==> src/rtl/gpio_mask_port.sv <==
module gpio_mask_port (
  input  logic       clk,
  input  logic       rst_n,
  input  logic       psel,
  input  logic       penable,
  input  logic       pwrite,
  input  logic [9:0] paddr,
  input  logic [7:0] pwdata,
  output logic [7:0] prdata,
  input  logic [7:0] pin_in,
  output logic [7:0] pin_out,
  output logic [7:0] pin_oe,
  output logic       irq
);
  localparam int N = 8;

  logic [N-1:0] out_q, dir_q, sense_q, both_q, event_q, ena_q, edge_q;
  logic [N-1:0] s1_q, s2_q, prev_q;
  logic         irq_q;

  wire wr      = psel & penable & pwrite;
  wire in_win  = (paddr[9:8] == 2'b00);
  wire [N-1:0] lane = paddr[7:0];
  wire ctl     = (paddr[9:8] == 2'b01);
  wire wr_data = wr & in_win;
  wire wr_dir  = wr & ctl & (lane == 8'h00);
  wire wr_sns  = wr & ctl & (lane == 8'h01);
  wire wr_both = wr & ctl & (lane == 8'h02);
  wire wr_evt  = wr & ctl & (lane == 8'h03);
  wire wr_ena  = wr & ctl & (lane == 8'h04);
  wire [N-1:0] clr = (wr & ctl & (lane == 8'h07)) ? pwdata : '0;

  wire [N-1:0] rise  = s2_q & ~prev_q;
  wire [N-1:0] fall  = ~s2_q & prev_q;
  wire [N-1:0] hit   = ~sense_q & ((both_q & (rise | fall)) |
                                   (~both_q & event_q & rise) |
                                   (~both_q & ~event_q & fall));
  wire [N-1:0] lvl   = sense_q & ~(s2_q ^ event_q);
  wire [N-1:0] raw   = lvl | (~sense_q & edge_q);
  wire [N-1:0] msk   = raw & ena_q;
  wire [N-1:0] view  = (dir_q & out_q) | (~dir_q & s2_q);

  always_ff @(posedge clk or negedge rst_n) begin
    if (!rst_n) begin
      out_q <= '0; dir_q <= '0; sense_q <= '0; both_q <= '0;
      event_q <= '0; ena_q <= '0; edge_q <= '0;
      s1_q <= '0; s2_q <= '0; prev_q <= '0; irq_q <= 1'b0;
    end else begin
      s1_q   <= pin_in;
      s2_q   <= s1_q;
      prev_q <= s2_q;
      if (wr_data) out_q   <= (out_q & ~lane) | (pwdata & lane);
      if (wr_dir)  dir_q   <= pwdata;
      if (wr_sns)  sense_q <= pwdata;
      if (wr_both) both_q  <= pwdata;
      if (wr_evt)  event_q <= pwdata;
      if (wr_ena)  ena_q   <= pwdata;
      edge_q <= (edge_q & ~clr) | hit;
      irq_q  <= |msk;
    end
  end

  always_comb begin
    prdata = '0;
    if (psel) begin
      if (in_win) prdata = view & lane;
      else if (ctl) begin
        case (lane)
          8'h00:   prdata = dir_q;
          8'h01:   prdata = sense_q;
          8'h02:   prdata = both_q;
          8'h03:   prdata = event_q;
          8'h04:   prdata = ena_q;
          8'h05:   prdata = raw;
          8'h06:   prdata = msk;
          default: prdata = '0;
        endcase
      end
    end
  end

  assign pin_out = out_q;
  assign pin_oe  = dir_q;
  assign irq     = irq_q;

  AST_DIR_TO_OE: assert property (@(posedge clk) disable iff (!rst_n)
    wr_dir |=> pin_oe == $past(pwdata));
  AST_UNSELECTED_KEPT: assert property (@(posedge clk) disable iff (!rst_n)
    wr_data |=> (pin_out & ~$past(lane)) == ($past(pin_out) & ~$past(lane)));
  AST_READ_MASKED: assert property (@(posedge clk) disable iff (!rst_n)
    (psel && !pwrite && in_win) |-> (prdata & ~lane) == '0);
  AST_EDGE_HELD: assert property (@(posedge clk) disable iff (!rst_n)
    1'b1 |=> (($past(edge_q & ~clr)) & ~edge_q) == '0);
  AST_IRQ_NEEDS_ENABLE: assert property (@(posedge clk) disable iff (!rst_n)
    irq |-> $past(ena_q) != '0);
endmodule

==> config.mk <==
export PLATFORM = sky130hd
export DESIGN_NAME = gpio_mask_port
export DESIGN_NICKNAME = d
export VERILOG_FILES = /design/src/rtl/gpio_mask_port.sv
export SDC_FILE = /design/constraint.sdc
export NUM_CORES = 1
export LEC_CHECK = 0
export BUFFER_PORTS_ARGS = -buffer_cell sky130_fd_sc_hd__buf_2
export CORE_MARGIN = 1
export CORE_UTILIZATION = 45
export CTS_CLUSTER_DIAMETER = 30
export DETAILED_ROUTE_END_ITERATION = 8
export PLACE_DENSITY = 0.65
export SYNTH_ARGS = -nofsm -noshare
export SYNTH_HDL_FRONTEND = slang
export SYNTH_SLANG_ARGS = --single-unit
==> constraint.sdc <==
create_clock -name clk -period 1.75 [get_ports clk]
set_input_delay 0 -clock clk [delete_from_list [all_inputs] [get_ports clk]]
set_output_delay 0 -clock clk [all_outputs]
set_load 0.01 [all_outputs]
# Word-level counts from Yosys, hierarchy flattened

Cells that the tools add are included.

Register bits: 81
Bits in latches: 0
Bits in writable memories: 0
Bits in read-only memories: 0
Input port bits: 31
Output and inout port bits: 25
Logic and storage cells: 71
Memories: 0

Add/subtract/negate cells: 0
$mul: 0
Divide/modulo/power cells: 0
$lt $le $gt $ge: 0
Equal/unequal tests: 8
Shifts and indexed selects: 0
Multiplexer cells: 5
Bitwise logic cells: 44
Reduce and logical (&&, ||, !) cells: 3

Operator list:

| kind                                          | count |
|---|---|
| bitwise AND 8 bit                             | 17 |
| NOT 8 bit                                     | 9 |
| OR 8 bit                                      | 7 |
| one-hot mux 8 bit (7 select lines)            | 1 |
| == test 8 x 3 -> 1 bit, second input constant | 4 |
| 2-to-1 mux 8 bit                              | 4 |
| == test 8 x 2 -> 1 bit, second input constant | 2 |
| bitwise AND 1 bit                             | 10 |
| == test 8 x 1 -> 1 bit, second input constant | 1 |
| logical NOT 8 bit                             | 1 |
| OR reduction 8 bit                            | 1 |
| XOR 8 bit                                     | 1 |
| == test 2 x 1 -> 1 bit, second input constant | 1 |
| logical NOT 2 bit                             | 1 |

# Longest topological paths before layout

Word-level depth: 9
Mapped depth: 6
Mapped depth without buffers: 5

# Worst setup path after synthesis

OpenSTA, ideal clock, no wires.

Path type: in2reg
Start: input paddr[5]
End: register event_q[0]
Data arrival time: 1.609 ns
Data required time: 1.625 ns
Slack: 0.016 ns
Cell stages on the path: 5
Path through: or4_4 -> nor4_4 -> and3_1 -> buf_2 -> mux2_2

Cells in the longest elaborated chain, start to end: 2

Ends and longest elaborated chain:

| what                   | line | text |
|---|---|---|
| from (decl)            | 7    | `input logic [9:0] paddr,` |
| == test 8 x 2 -> 1 bit | 29   | `wire wr_evt = wr & ctl & (lane == 8'h03);` |
| bitwise AND 1 bit      | 29   |  |
| to (signal assigned)   | 56   | `if (wr_evt) event_q <= pwdata;` |
| to (decl)              | 17   | `logic [N-1:0] out_q, dir_q, sense_q, both_q, event_q, ena_q, edge_q;` |

Every way passes these cells.
A chain may end at the register's enable or synchronous reset.

# Worst setup path in the final report

Start: register s2_q[3]
End: output prdata[3]

Cells in the longest elaborated chain, start to end: 9

Ends and longest elaborated chain:

| what                               | line | text |
|---|---|---|
| from (decl)                        | 18   | `logic [N-1:0] s1_q, s2_q, prev_q;` |
| from (signal assigned)             | 50   | `s2_q <= s1_q;` |
| XOR 8 bit                          | 38   | `wire [N-1:0] lvl = sense_q & ~(s2_q ^ event_q);` |
| NOT 8 bit                          | 38   |  |
| bitwise AND 8 bit                  | 38   |  |
| OR 8 bit                           | 39   | `wire [N-1:0] raw = lvl \| (~sense_q & edge_q);` |
| bitwise AND 8 bit                  | 40   | `wire [N-1:0] msk = raw & ena_q;` |
| one-hot mux 8 bit (7 select lines) | 68   | `case (lane)` |
| 2-to-1 mux 8 bit                   | 67   | `else if (ctl) begin` |
| 2-to-1 mux 8 bit (*)               | 66   | `if (in_win) prdata = view & lane;` |
| 2-to-1 mux 8 bit (*)               | 65   | `if (psel) begin` |
| to (decl)                          | 9    | `output logic [7:0] prdata,` |

Every way passes the cells marked *; elsewhere a longest branch is shown, timed or not.

==> run_results.csv <==
group,metric,value,unit
logic_synthesis,synth.area.top_cells,"dfrtp_1 (48%), mux2_2 (20%), ha_1 (4.7%)",
critical_path,crit_type,"reg2out",
clocking,h-tree-depth,3,
die,io_pins,56,
logic_synthesis,yosys_register_bits,81,
worst_hold_path,hold_path_class,"in2reg",
die,dieWidth,99.2,um
route,routed_wl,11100,um
finish,n_antenna_cell,0,
global_route,grt_use_total,24.2,%
timing,period_needed,1.97,ns
finish,fin_util,60.6,%
timing,fin_worst_skew,0.00958,ns
finish,fill_cells,770,
finish,drive_gt1_share,47.0,%
place,dp_hpwl,7750,um
logic_synthesis,synth.cell_area,4260,um^2
route,drc,0,
route,drtIter0Drc,200,
logic_synthesis,synth-main-ff-cell,"dfrtp_1",
pwr,power,3800,uW
timing,final-setup-viol-count,5,
logic_synthesis,synth_top_area_share,47.6,%
place,pre_cts_slack,-0.102,ns
timing,max_slew_margin,63.2,%
clocking,cts_buffers,9,
critical_path,crit_end,"prdata[3]",
logic_synthesis,syn-instance-count,356,
timing,max_freq,509,MHz
global_route,grt_remaining_overflow,0,
logic_synthesis,syn_area_per_cell,12.0,um^2
logic_synthesis,ys_seq_area_share,47.6,%
pwr,powerDensity,682,nW/um^2
status,outcome,"finished with violations",
die,row_count,35,
die,fp.dieH,99.2,um
finish,area_growth,30.9,%
route,drtPass1Iterations,4,
die,initial_core_util,46.3,%
logic_synthesis,synth-edff-count,0,
critical_path,reg2reg_slack,0.23,ns
pwr,power.static_leakage,0.00275,uW
logic_synthesis,yosys.area.top_type,"dfrtp_1",
logic_synthesis,synthTopCellsByCount,"dfrtp_1 (81), mux2_2 (74), inv_1 (22), nand2_1 (22), ha_1 (16)",
clocking,insertion_delay,0.34,ns
die,core-area,9200,um^2
logic_synthesis,synth_nets,403,
critical_path,critPathArrivalTime,1.97,ns
logic_synthesis,ys_warn_count,0,
clocking,root_buffer,"clkbuf_8",
logic_synthesis,synth_cell_type_count,45,
critical_path,crit_fanout,2,
clocking,clock_sinks,81,
finish,nNetsFinal,534,
timing,hold_viol,0,
finish,ff_latch_area,2030,um^2
critical_path,regToRegEndpoint,"edge_q[4]",
timing,finalCritPeriodShare,112,%
logic_synthesis,async_reset_ff_share,100,%
timing,worst_slew_pin_slew,0.551,ns
timing,slew_viol_final,0,
critical_path,critical_path_required,1.75,ns
logic_synthesis,yosysMostFrequentCell,"dfrtp_1",
pwr,ir_worst_vdd,0.000375,V
clocking,clk_pin_slew,0.09,ns
route,routedWlPerCell,18.5,um
route,ant_nets,0,
place,gp_congestion,0.841,
critical_path,startpoint,"s2_q[3]",
clocking,tritoncts,"yes",
critical_path,r2r-start,"s2_q[4]",
route,vias_per_cell,5.50,
global_route,antenna_found_initial,0,
finish,multiInputGateArea,2190,um^2
critical_path,crit_path_end_kind,"output pin",
critical_path,crit_path_start_kind,"flop",
global_route,grt_max_degree,40,
timing,tns,-0.488,ns
run,cap_violations,0,
clocking,cts_buffer_depth,2,
route,vias,3311,
timing,rsz0062_at_grt,"yes",
global_route,grt_pass1_wl,17900,um
global_route,grt_pass1_vias,3300,
critical_path,ff2ff_path_depth,6,
place,portBuffers,55,
timing,setup_slack,-0.216,ns
die,die_area,9850,um^2
status,violations,"setup timing",
-- worst min-delay path by stage --
stage,startpoint,to,cells past startpoint
final,pwdata[2],flop,2
after global routing,pwdata[2],ena_q[2],2
after CTS,pwdata[2],flop,2
after detailed placement,rst_n,async pin,1
after global placement,rst_n,event_q[4],1
after floorplan,rst_n,async pin,0
-- through the flow --
step	hold WS (ns)	std cells	cell area, um^2
floorplan	-0.296	356	4260
global placement	-0.0644	546	4930
detailed placement	-0.0638	546	4930
CTS	0.00224	593	5450
global route	0.00607	602	5570
finish	0.0196	602	5570
-- routing by layer --
| metal | vias up | part of all wire [%] | global-route usage, % |
|---|---|---|---|
| li1 | 1550 | - | - |
| met1 | 1674 | 46 | 32.9 |
| met2 | 83 | 49 | 40.5 |
| met3 | 4 | 4.7 | 4.78 |
| met4 | 0 | 0.58 | 5.09 |
| met5 | - | 0 | 0 |
-- critical path, cell delays in order (launching register included) --
cell and delay, ns:
dfrtp_1 0.40, xnor2_1 0.13, mux2_4 0.26, mux4_2 0.47, a32o_1 0.22, buf_2 0.13
-- placed cells by master, fill, tap and decap left out, types with 4 or more instances in the layout --
cell           instances
buf_4                 59
mux2_4                 9
ha_1                  16
mux2_2                65
a22oi_1                5
dlygate4sd3_1         16
dfrtp_1               76
nand3_1               12
inv_1                 21
dfrtp_2                5
o2bb2ai_1              8
nor2b_1                4
nand2_1               22
o21ai_0               12
nor2_1                10
nor3b_1                5
xnor2_1                7
and3_4                 4
clkbuf_8               9
a21oi_1                5
mux2i_1                6
buf_2                 54
-- timing repair --
item                                    in CTS  in global routing
endpoints found under the hold margin      118                  0
pin swaps                                   10                 12
buffers inserted                            16                 10
endpoints found under the setup margin       7                  8
resized for setup                           14                 17
hold buffers                                16                  0
-- final cells by class --
cell class | instances | area share [%]
multi-input cells | 240 | 39.3
flip-flops and latches | 81 | 36.5
repair buffers | 133 | 17.0
well taps | 111 | 2.49
clock buffers | 10 | 2.29
inverters | 22 | 1.48
clock inverters | 5 | 1.01
-- cells by family (layout without fill, tap and decap cells) --
| group | Yosys count | after routing | synth area share (%) |
|---|---|---|---|
| AOI/OAI and AO/OA | 60 | 60 | 10.3 |
| xor gates and xnor gates | 8 | 8 | 1.65 |
| and+or+nand+nor | 73 | 73 | 10.1 |
| buffers and inverters | 35 | 170 | 3.35 |
| adders and majority gates | 16 | 16 | 4.70 |
| DFF | 81 | 81 | 47.6 |
| muxes | 83 | 83 | 22.3 |
-- power breakdown --
part           internal [uW]  total (uW)  switching, uW
clock                    653        1340            685
combinational            226         474            247
sequential              1940        1990           47.5
total                   2820        3800            980
-- state kept, by name, summed over array words and instances, names as in the netlist, named ones only --
name and cells:
sense_q 8, irq 1, edge_q 8, prev_q 8, event_q 8, ena_q 8
pin_oe 8, s1_q 8, s2_q 8, both_q 8
Note: power is estimated with default switching activity, not from simulation.
